File: config.mk
export PLATFORM = sky130hd
export DESIGN_NAME = rrc_combiner
export DESIGN_NICKNAME = d
export VERILOG_FILES = /design/src/rtl/rrc_pkg.sv /design/src/rtl/rrc_collect.sv /design/src/rtl/rrc_merge.sv /design/src/rtl/rrc_timer.sv /design/src/rtl/rrc_combiner.sv
export SDC_FILE = /design/constraint.sdc
export NUM_CORES = 1
export LEC_CHECK = 0
export BUFFER_PORTS_ARGS = -buffer_cell sky130_fd_sc_hd__buf_2
export CAP_MARGIN = 20
export CORE_UTILIZATION = 50
export DETAILED_ROUTE_END_ITERATION = 8
export PLACE_DENSITY = 0.76
export SYNTH_ARGS = -nofsm -noshare
export SYNTH_HDL_FRONTEND = slang
export SYNTH_SLANG_ARGS = --single-unit
File: constraint.sdc
create_clock -name clk -period 2.5 [get_ports clk]
set_clock_uncertainty 0.2 [all_clocks]
set_input_delay 0.625 -clock clk [delete_from_list [all_inputs] [get_ports clk]]
set_output_delay 0.625 -clock clk [all_outputs]
set_load 0.005 [all_outputs]
File: src/rtl/rrc_pkg.sv
package rrc_pkg;
  typedef enum logic [1:0] {
    ST_IDLE    = 2'd0,
    ST_COLLECT = 2'd1,
    ST_DONE    = 2'd2
  } rrc_state_e;

  typedef struct packed {
    logic shared;
    logic src_agent;
    logic wb;
    logic perr;
    logic terr;
  } rrc_result_t;
endpackage

File: src/rtl/rrc_collect.sv
module rrc_collect #(
  parameter int AGENTS = 4
) (
  input  logic              clk,
  input  logic              rst_n,
  input  logic              clear,
  input  logic              capture_en,
  input  logic [AGENTS-1:0] agt_done,
  input  logic [AGENTS-1:0] agt_shared,
  input  logic [AGENTS-1:0] agt_takeover,
  output logic [AGENTS-1:0] seen_nx,
  output logic [AGENTS-1:0] shared_nx,
  output logic [AGENTS-1:0] tk_nx
);
  logic [AGENTS-1:0] seen_q, shared_q, tk_q;

  for (genvar i = 0; i < AGENTS; i++) begin : g_agent
    logic first_rpt;
    logic seen_d, shared_d, tk_d, en;

    assign first_rpt = capture_en & agt_done[i] & ~seen_q[i];

    always_comb begin
      en       = clear | first_rpt;
      seen_d   = ~clear;
      shared_d = ~clear & agt_shared[i];
      tk_d     = ~clear & agt_takeover[i];
    end

    always_ff @(posedge clk or negedge rst_n) begin
      if (!rst_n) begin
        seen_q[i]   <= 1'b0;
        shared_q[i] <= 1'b0;
        tk_q[i]     <= 1'b0;
      end else if (en) begin
        seen_q[i]   <= seen_d;
        shared_q[i] <= shared_d;
        tk_q[i]     <= tk_d;
      end
    end

    assign seen_nx[i]   = seen_q[i] | first_rpt;
    assign shared_nx[i] = first_rpt ? agt_shared[i]   : shared_q[i];
    assign tk_nx[i]     = first_rpt ? agt_takeover[i] : tk_q[i];

    assert_seen_sticky_R2: assert property (@(posedge clk) disable iff (!rst_n)
      (!clear && seen_q[i]) |=> (seen_q[i] && $stable(shared_q[i]) && $stable(tk_q[i])));
  end

  assert_clear_flags_R9: assert property (@(posedge clk) disable iff (!rst_n)
    clear |=> (seen_q == '0));
endmodule

File: src/rtl/rrc_merge.sv
module rrc_merge #(
  parameter int AGENTS = 4,
  localparam int IDX_W = (AGENTS > 1) ? $clog2(AGENTS) : 1,
  localparam int CNT_W = $clog2(AGENTS + 1)
) (
  input  logic [AGENTS-1:0] shared_v,
  input  logic [AGENTS-1:0] tk_v,
  input  logic              excl,
  output logic              line_shared,
  output logic              tk_one,
  output logic              tk_multi,
  output logic [IDX_W-1:0]  tk_idx
);
  logic [CNT_W-1:0] tk_cnt;

  always_comb begin
    tk_cnt = '0;
    tk_idx = '0;
    for (int i = AGENTS - 1; i >= 0; i--) begin
      tk_cnt = tk_cnt + CNT_W'(tk_v[i]);
      if (tk_v[i]) tk_idx = IDX_W'(i);
    end
    tk_one      = (tk_cnt == CNT_W'(1));
    tk_multi    = (tk_cnt > CNT_W'(1));
    line_shared = ~excl & (|shared_v);
  end
endmodule

File: src/rtl/rrc_timer.sv
module rrc_timer #(
  parameter int TMO_W = 8
) (
  input  logic             clk,
  input  logic             rst_n,
  input  logic             clear,
  input  logic             run,
  input  logic [TMO_W-1:0] limit,
  output logic             expired
);
  logic [TMO_W-1:0] cnt_q, cnt_d;
  logic             cnt_en;

  always_comb begin
    cnt_en = clear | (run & ~(&cnt_q));
    cnt_d  = clear ? '0 : cnt_q + TMO_W'(1);
  end

  always_ff @(posedge clk or negedge rst_n) begin
    if (!rst_n)      cnt_q <= '0;
    else if (cnt_en) cnt_q <= cnt_d;
  end

  assign expired = run & (limit != '0) & (cnt_q >= limit - TMO_W'(1));

  assert_timer_clear_R8: assert property (@(posedge clk) disable iff (!rst_n)
    clear |=> (cnt_q == '0));
endmodule

File: src/rtl/rrc_combiner.sv
module rrc_combiner
  import rrc_pkg::*;
#(
  parameter int AGENTS = 4,
  parameter int TMO_W  = 8,
  localparam int IDX_W = (AGENTS > 1) ? $clog2(AGENTS) : 1
) (
  input  logic              clk,
  input  logic              rst_n,
  input  logic              rsp_start,
  input  logic              rsp_excl,
  input  logic [TMO_W-1:0]  tmo_limit,
  input  logic [AGENTS-1:0] agt_done,
  input  logic [AGENTS-1:0] agt_shared,
  input  logic [AGENTS-1:0] agt_takeover,
  output logic              rsp_busy,
  output logic              rsp_complete,
  output logic              rsp_shared,
  output logic              rsp_src_agent,
  output logic [IDX_W-1:0]  rsp_src_idx,
  output logic              wb_start,
  output logic              rsp_proto_err,
  output logic              rsp_timeout_err
);
  rrc_state_e        state_q, state_d;
  logic              excl_q;
  rrc_result_t       res_q, res_d;
  logic [IDX_W-1:0]  idx_q, idx_d;
  logic              accept, collecting, all_in, tmo, finish;
  logic [AGENTS-1:0] seen_nx, shared_nx, tk_nx;
  logic              line_shared, tk_one, tk_multi;
  logic [IDX_W-1:0]  tk_idx;

  assign accept     = (state_q == ST_IDLE) & rsp_start;
  assign collecting = (state_q == ST_COLLECT);

  rrc_collect #(.AGENTS(AGENTS)) u_collect (
    .clk(clk), .rst_n(rst_n), .clear(accept), .capture_en(collecting),
    .agt_done(agt_done), .agt_shared(agt_shared), .agt_takeover(agt_takeover),
    .seen_nx(seen_nx), .shared_nx(shared_nx), .tk_nx(tk_nx)
  );

  rrc_merge #(.AGENTS(AGENTS)) u_merge (
    .shared_v(shared_nx), .tk_v(tk_nx), .excl(excl_q),
    .line_shared(line_shared), .tk_one(tk_one), .tk_multi(tk_multi), .tk_idx(tk_idx)
  );

  rrc_timer #(.TMO_W(TMO_W)) u_timer (
    .clk(clk), .rst_n(rst_n), .clear(accept), .run(collecting),
    .limit(tmo_limit), .expired(tmo)
  );

  assign all_in = &seen_nx;
  assign finish = collecting & (all_in | tmo);

  // next state
  always_comb begin
    state_d = state_q;
    unique case (state_q)
      ST_IDLE:    if (rsp_start) state_d = ST_COLLECT;
      ST_COLLECT: if (finish)    state_d = ST_DONE;
      default:                   state_d = ST_IDLE;
    endcase
  end

  // result for the closing cycle; a complete report set wins over the limit
  always_comb begin
    res_d = '0;
    idx_d = '0;
    if (all_in) begin
      res_d.shared    = line_shared;
      res_d.src_agent = tk_one;
      res_d.wb        = tk_one;
      res_d.perr      = tk_multi;
      idx_d           = tk_one ? tk_idx : '0;
    end else begin
      res_d.terr      = 1'b1;
    end
  end

  always_ff @(posedge clk or negedge rst_n) begin
    if (!rst_n) state_q <= ST_IDLE;
    else        state_q <= state_d;
  end

  always_ff @(posedge clk or negedge rst_n) begin
    if (!rst_n)      excl_q <= 1'b0;
    else if (accept) excl_q <= rsp_excl;
  end

  always_ff @(posedge clk or negedge rst_n) begin
    if (!rst_n) begin
      res_q <= '0;
      idx_q <= '0;
    end else if (finish) begin
      res_q <= res_d;
      idx_q <= idx_d;
    end
  end

  assign rsp_busy        = collecting;
  assign rsp_complete    = (state_q == ST_DONE);
  assign rsp_shared      = rsp_complete & res_q.shared;
  assign rsp_src_agent   = rsp_complete & res_q.src_agent;
  assign rsp_src_idx     = rsp_complete ? idx_q : '0;
  assign wb_start        = rsp_complete & res_q.wb;
  assign rsp_proto_err   = rsp_complete & res_q.perr;
  assign rsp_timeout_err = rsp_complete & res_q.terr;

  assert_hold_open_R1: assert property (@(posedge clk) disable iff (!rst_n)
    (rsp_busy && !all_in && !tmo) |=> rsp_busy);
  assert_single_strobe_R1: assert property (@(posedge clk) disable iff (!rst_n)
    rsp_complete |=> !rsp_complete);
  assert_excl_not_shared_R4: assert property (@(posedge clk) disable iff (!rst_n)
    (rsp_complete && excl_q) |-> !rsp_shared);
  assert_takeover_idx_R5: assert property (@(posedge clk) disable iff (!rst_n)
    (collecting && tk_one) |-> tk_nx[tk_idx]);
  assert_wb_with_source_R6: assert property (@(posedge clk) disable iff (!rst_n)
    wb_start |-> (rsp_complete && rsp_src_agent));
  assert_multi_no_wb_R7: assert property (@(posedge clk) disable iff (!rst_n)
    rsp_proto_err |-> (!wb_start && !rsp_src_agent));
  assert_timeout_clean_R8: assert property (@(posedge clk) disable iff (!rst_n)
    rsp_timeout_err |-> (!rsp_shared && !wb_start && !rsp_proto_err));
  assert_quiet_outside_R11: assert property (@(posedge clk) disable iff (!rst_n)
    !rsp_complete |-> !(rsp_shared || rsp_src_agent || wb_start || rsp_proto_err || rsp_timeout_err));
endmodule

### Word level (Yosys, flattened, before mapping)

Index checks and enable logic that the tools add are counted.

* $add $sub $neg: 5
* multipliers: 0
* divide/modulo/power cells: 0
* $lt $le $gt $ge: 2
* equal/unequal tests: 5
* shift-type cells: 0
* mux-type cells: 21
* bitwise operators: 44
* reduce and logical (&&, ||, !) cells: 6

Operators with widths (count)
* $and 1x1->1: 27
* $mux 2: 9
* $or 1x1->1: 10
* $mux 1: 9
* $add 8x1->8 const B: 1
* $ge 8x8->1: 1
* $mux 8: 1
* $reduce_and 8->1: 1
* $reduce_bool 8->1: 1
* $sub 8x1->8 const B: 1
* $not 1->1: 7
* $add 3x1->3: 2
* $mux 4: 1
* $pmux 2 s2: 1
* $reduce_and 4->1: 1
* $reduce_or 4->1: 1
* $eq 3x1->1 const B: 1
* $gt 3x1->1 const B: 1
* $add 1x1->2: 1
* $eq 2x1->1 const B: 1
* $eq 2x2->1 const B: 1
* $logic_not 2->1: 1
* $ne 2x1->1 const B: 1
* $ne 2x2->1 const B: 1
* $reduce_and 2->1: 1

* bits in registers: 30
* latch bits: 0
* RAM bits: 0
* bits in read-only memories: 0
* input bits: 24
* output and inout bits: 9
* word-level logic and storage cells: 104
* memories: 0

### Logic depth before layout (Yosys ltp)

* word-level depth: 10
* mapped depth: 11
* depth with buffers taken out: 10

### Modules after synthesis

Synthesis repeated with hierarchy kept, for this count alone.

* cells, all modules: 197
* area, all modules: 2059.5 um2

By module, submodules not included
* rrc_collect: times used 1, cells each 63, area each 759.5 um2, sequential area each 300.3 um2
* rrc_timer: times used 1, cells each 82, area each 758.2 um2, sequential area each 200.2 um2
* rrc_combiner: times used 1, cells each 34, area each 420.4 um2, sequential area each 225.2 um2
* rrc_merge: times used 1, cells each 18, area each 121.4 um2, sequential area each 0.0 um2

### Least setup slack after synthesis

Ideal clock, no wire load.

* kind: input to register
* start point: in tmo_limit[3]
* end point: reg idx_q[0]
* library setup time: 0.122 ns
* arrival: 2.670 ns
* required time: 2.178 ns
* slack: -0.492 ns
* stages on the path: 10
* path buffers: 1
* path through: nor4_1 nand2_1 xor2_1 ha_1 and3_2 o2111ai_2 or3b_1 and2_4 buf_6 a32o_1

* word-level cells in the longest chain between the ends: 5
* elaborated cells on any way between the ends: 7
* classes of those cells: add/sub: 1; order compare: 1; bitwise: 4; reduce/logical: 1

RTL lines
* start, declared: RTL line rrc_combiner.sv:12 `input logic [TMO_W-1:0] tmo_limit,`
* $sub 8x1->8 or $reduce_bool 8->1 (tied branches): RTL line rrc_timer.sv:24 `assign expired = run & (limit != '0) & (cnt_q >= limit - TMO_W'(1));`
* $ge 8x8->1 or $and 1x1->1 (tied branches): RTL line rrc_timer.sv:24
* $and 1x1->1 (*): RTL line rrc_timer.sv:24
* $or 1x1->1 (*): RTL line rrc_combiner.sv:54 `assign finish = collecting & (all_in | tmo);`
* $and 1x1->1 (*): RTL line rrc_combiner.sv:54
* end signal, assigned: RTL line rrc_combiner.sv:97 `idx_q <= idx_d;`
* end, declared: RTL line rrc_combiner.sv:28 `logic [IDX_W-1:0] idx_q, idx_d;`

Mark *: on every way between the ends. The rest lies on a longest branch, timed or not.
A chain may end at the register's enable or synchronous reset.

### Worst setup path after layout

* start point: in tmo_limit[3]
* end point: reg idx_q[1]

The elaborated chain is that of the path after synthesis.

==> results.json <==
{
  "outcome": "finished with violations",
  "failed_checks": "setup timing",
  "antenna_found_initial": 0,
  "finalPower_uw": 2490,
  "yosys-top-cells-area": "dfrtp_1 (40%), ha_1 (12%), nor2_1 (5.1%), mux2i_1 (4.9%), xor2_1 (3.3%)",
  "drt_pre_antenna_iters": 4,
  "place_worst_setup_slack_ns": -0.5893,
  "detail_route.drc_violations": 0,
  "route.detailed.vias_per_inst": 5.466,
  "die_height_um": 62.59,
  "final_common_cell": "buf_4",
  "final_period_minus_worst_setup_slack_ns": 2.713,
  "synthToLayoutAreaGrowth_pct": 34.29,
  "nets": 287,
  "async_reset_ff_frac": 1.000,
  "synthesis.nets": 221,
  "synthCells": 179,
  "grt_pass1_wl_mm": 7.424,
  "filler_cell_count": 252,
  "cts_tree": "done",
  "cts-hold-fix-buffers": 0,
  "dominant_synthesized_flop_cell": "dfrtp_1",
  "dp.cells": 278,
  "final_layout_size_suffix_gt1_frac": 0.4065,
  "cp-end-kind": "flop",
  "clkSlewWorstSetupHoldPaths_ns": 0.08,
  "detailed_place_hpwl_mm": 3.133,
  "worst_ep_arrival_time_ns": 2.72,
  "tritoncts_num_sinks": 29,
  "timing_worst_slew_pin_value_ns": 0.6418,
  "via_count": 1596,
  "floorplan.initialDensity": 0.5374,
  "die-width_um": 62.59,
  "cell_rows": 21,
  "first_global_vias": 1697,
  "max-clock-path-buffers": 2,
  "io_buffer_count": 32,
  "drt_iter0_drcs": 33,
  "slew-limit-headroom": 0.5721,
  "die_area_um2": 3918,
  "synthesis.area_per_instance_um2": 10.25,
  "area_leader_netlist": "dfrtp_1",
  "final_antenna_net_count": 0,
  "num_antenna_cells": 0,
  "final_cell_count_no_fill": 292,
  "finalCoreUtilization": 0.7216,
  "synth_top_cell_area_share": 0.3954,
  "timing.final.setup_violations": 7,
  "routed_wire_per_std_cell_um": 14.66,
  "synth-edff-count": 0,
  "fp.coreArea_um2": 3416,
  "critPathMaxFanout": 6,
  "leakage_power_total_uw": 0.001204,
  "most-common-layout-cells": "buf_4 (31), dfrtp_1 (29), buf_2 (29), nor2_1 (25), ha_1 (14)",
  "rsz0062_at_grt": "yes",
  "worst_ir_drop_vdd_mv": 0.6391,
  "cts_buffers": 5,
  "holdWs_ns": 0.1169,
  "synth.yosys.warnings": 0,
  "grt_overflow": 0,
  "cp.required_ns": 2.51,
  "path_class": "in2reg",
  "io_pins": 33,
  "post-route-worst-setup-slack_ns": -0.2125,
  "synth.ff_latch_count": 29,
  "clock.fmax_mhz": 368.7,
  "largest_net_degree_at_the_start_of_global_routing": 30,
  "clock_insertion_delay_worst_skew_ns": 0.32,
  "cts_root_buffer": "clkbuf_4",
  "final.period_utilization": 1.085,
  "synth.distinct_cells": 47,
  "startpoint_type": "input port",
  "drt_wl_total_mm": 4.281,
  "htreeDepth": 2,
  "drv_cap": 0,
  "total_count_of_max_transition_violations_in_the_final_report": 0,
  "hold_viol_final": 0,
  "p_per_area_nw_per_um2": 1010,
  "groute.usage.overall": 0.2444,
  "synth_sequential_area_ratio": 0.3954,
  "hp-class": "in2async",
  "netlist_area_um2": 1836,
  "globalplace.congestion": 0.9202
}
[worst max-delay path, stage by stage]
cell and delay (ns):
buf_8 0.10, nor4_4 0.32, nand2_1 0.11, xor2_1 0.18, ha_1 0.30, and3_4 0.19, o2111ai_2 0.08, or3b_4 0.39
and2_4 0.17, a32o_1 0.25
[routing by layer]
metal,track usage,share of wire
met1,0.2949,0.42
met2,0.4076,0.50
met3,0.06387,0.054
met4,0.1105,0.027
met5,0,0
[worst paths after layout]
| kind | startpoint | to | slack [ns] | depth (start not counted) |
|---|---|---|---|---|
| max | tmo_limit[3] | idx_q[1] | -0.21 | 10 |
| min | rst_n | u_collect.seen_q[0] | 0.12 | 1 |
| max reg2reg | state_q[1] | idx_q[1] | -0.19 | 9 |
| min reg2reg | res_q[0] | res_q[0] | 0.29 | 2 |
| max in group asynchronous | rst_n | res_q[3] | 1.56 | 1 |
| min in group clk | res_q[0] | res_q[0] | 0.29 | 2 |
[per-stage QoR]
stage                     cell area [um^2]  setup TNS, ns
after global routing                  2465         -1.528
final                                 2465         -1.024
after global placement                2252         -3.366
after detailed placement              2252         -3.999
after CTS                             2404         -1.092
after floorplan                       1864         -2.299
[logic make-up after synthesis]
logic type	count (synthesis)	synth area share
and+or+nand+nor	72	0.2229
DFF	29	0.3954
AOI/OAI and AO/OA	22	0.09408
adders and majority gates	18	0.1268
buffers and inverters	14	0.03749
xor gates and xnor gates	13	0.06203
muxes	11	0.06135
[repair_timing]
action / in CTS / in global routing
pin swaps: 17 / 13
gates resized for setup: 16 / 11
buffers inserted: 5 / 1
setup endpoints to repair: 7 / 7
[cells in the mapped netlist (all sizes together) (2+ instances only)]
| master | count |
|---|---|
| nor2b | 2 |
| nand4 | 4 |
| a31o | 3 |
| a32o | 2 |
| nand3 | 3 |
| and2 | 9 |
| dfrtp | 29 |
| mux2 | 2 |
| mux2i | 9 |
| xnor2 | 6 |
| o2111ai | 2 |
| buf | 2 |
| ha | 17 |
| nand2 | 8 |
| inv | 8 |
| clkbuf | 3 |
| nor3b | 2 |
| nor3 | 3 |
| xor2 | 7 |
| and3 | 2 |
| nand2b | 4 |
| a21oi | 6 |
| and4bb | 4 |
| nor2 | 25 |
[sequential cells by signal, summed over array words and instances (netlist names)]
name / count
excl_q: 1
state_q: 2
u_timer.cnt_q: 8
u_collect.shared_q: 4
res_q: 4
u_collect.seen_q: 4
u_collect.tk_q: 4
idx_q: 2
[report_power, final]
part | total [uW] | internal, uW | leakage [uW] | switching, uW
combinational | 1460 | 754 | 0.000795 | 705
sequential | 766 | 650 | 0.000383 | 117
clock | 263 | 112 | 0.0000265 | 152
[final cells by class]
type	count	area, um^2	share of cell area
flip-flops and latches	29	725.7	0.2944
clock buffers	8	48.80	0.01980
well taps	46	57.56	0.02335
inverters	9	38.79	0.01574
repair buffers	64	426.7	0.1731
multi-input cells	136	1167	0.4736
(Power assumes the default switching activity.)
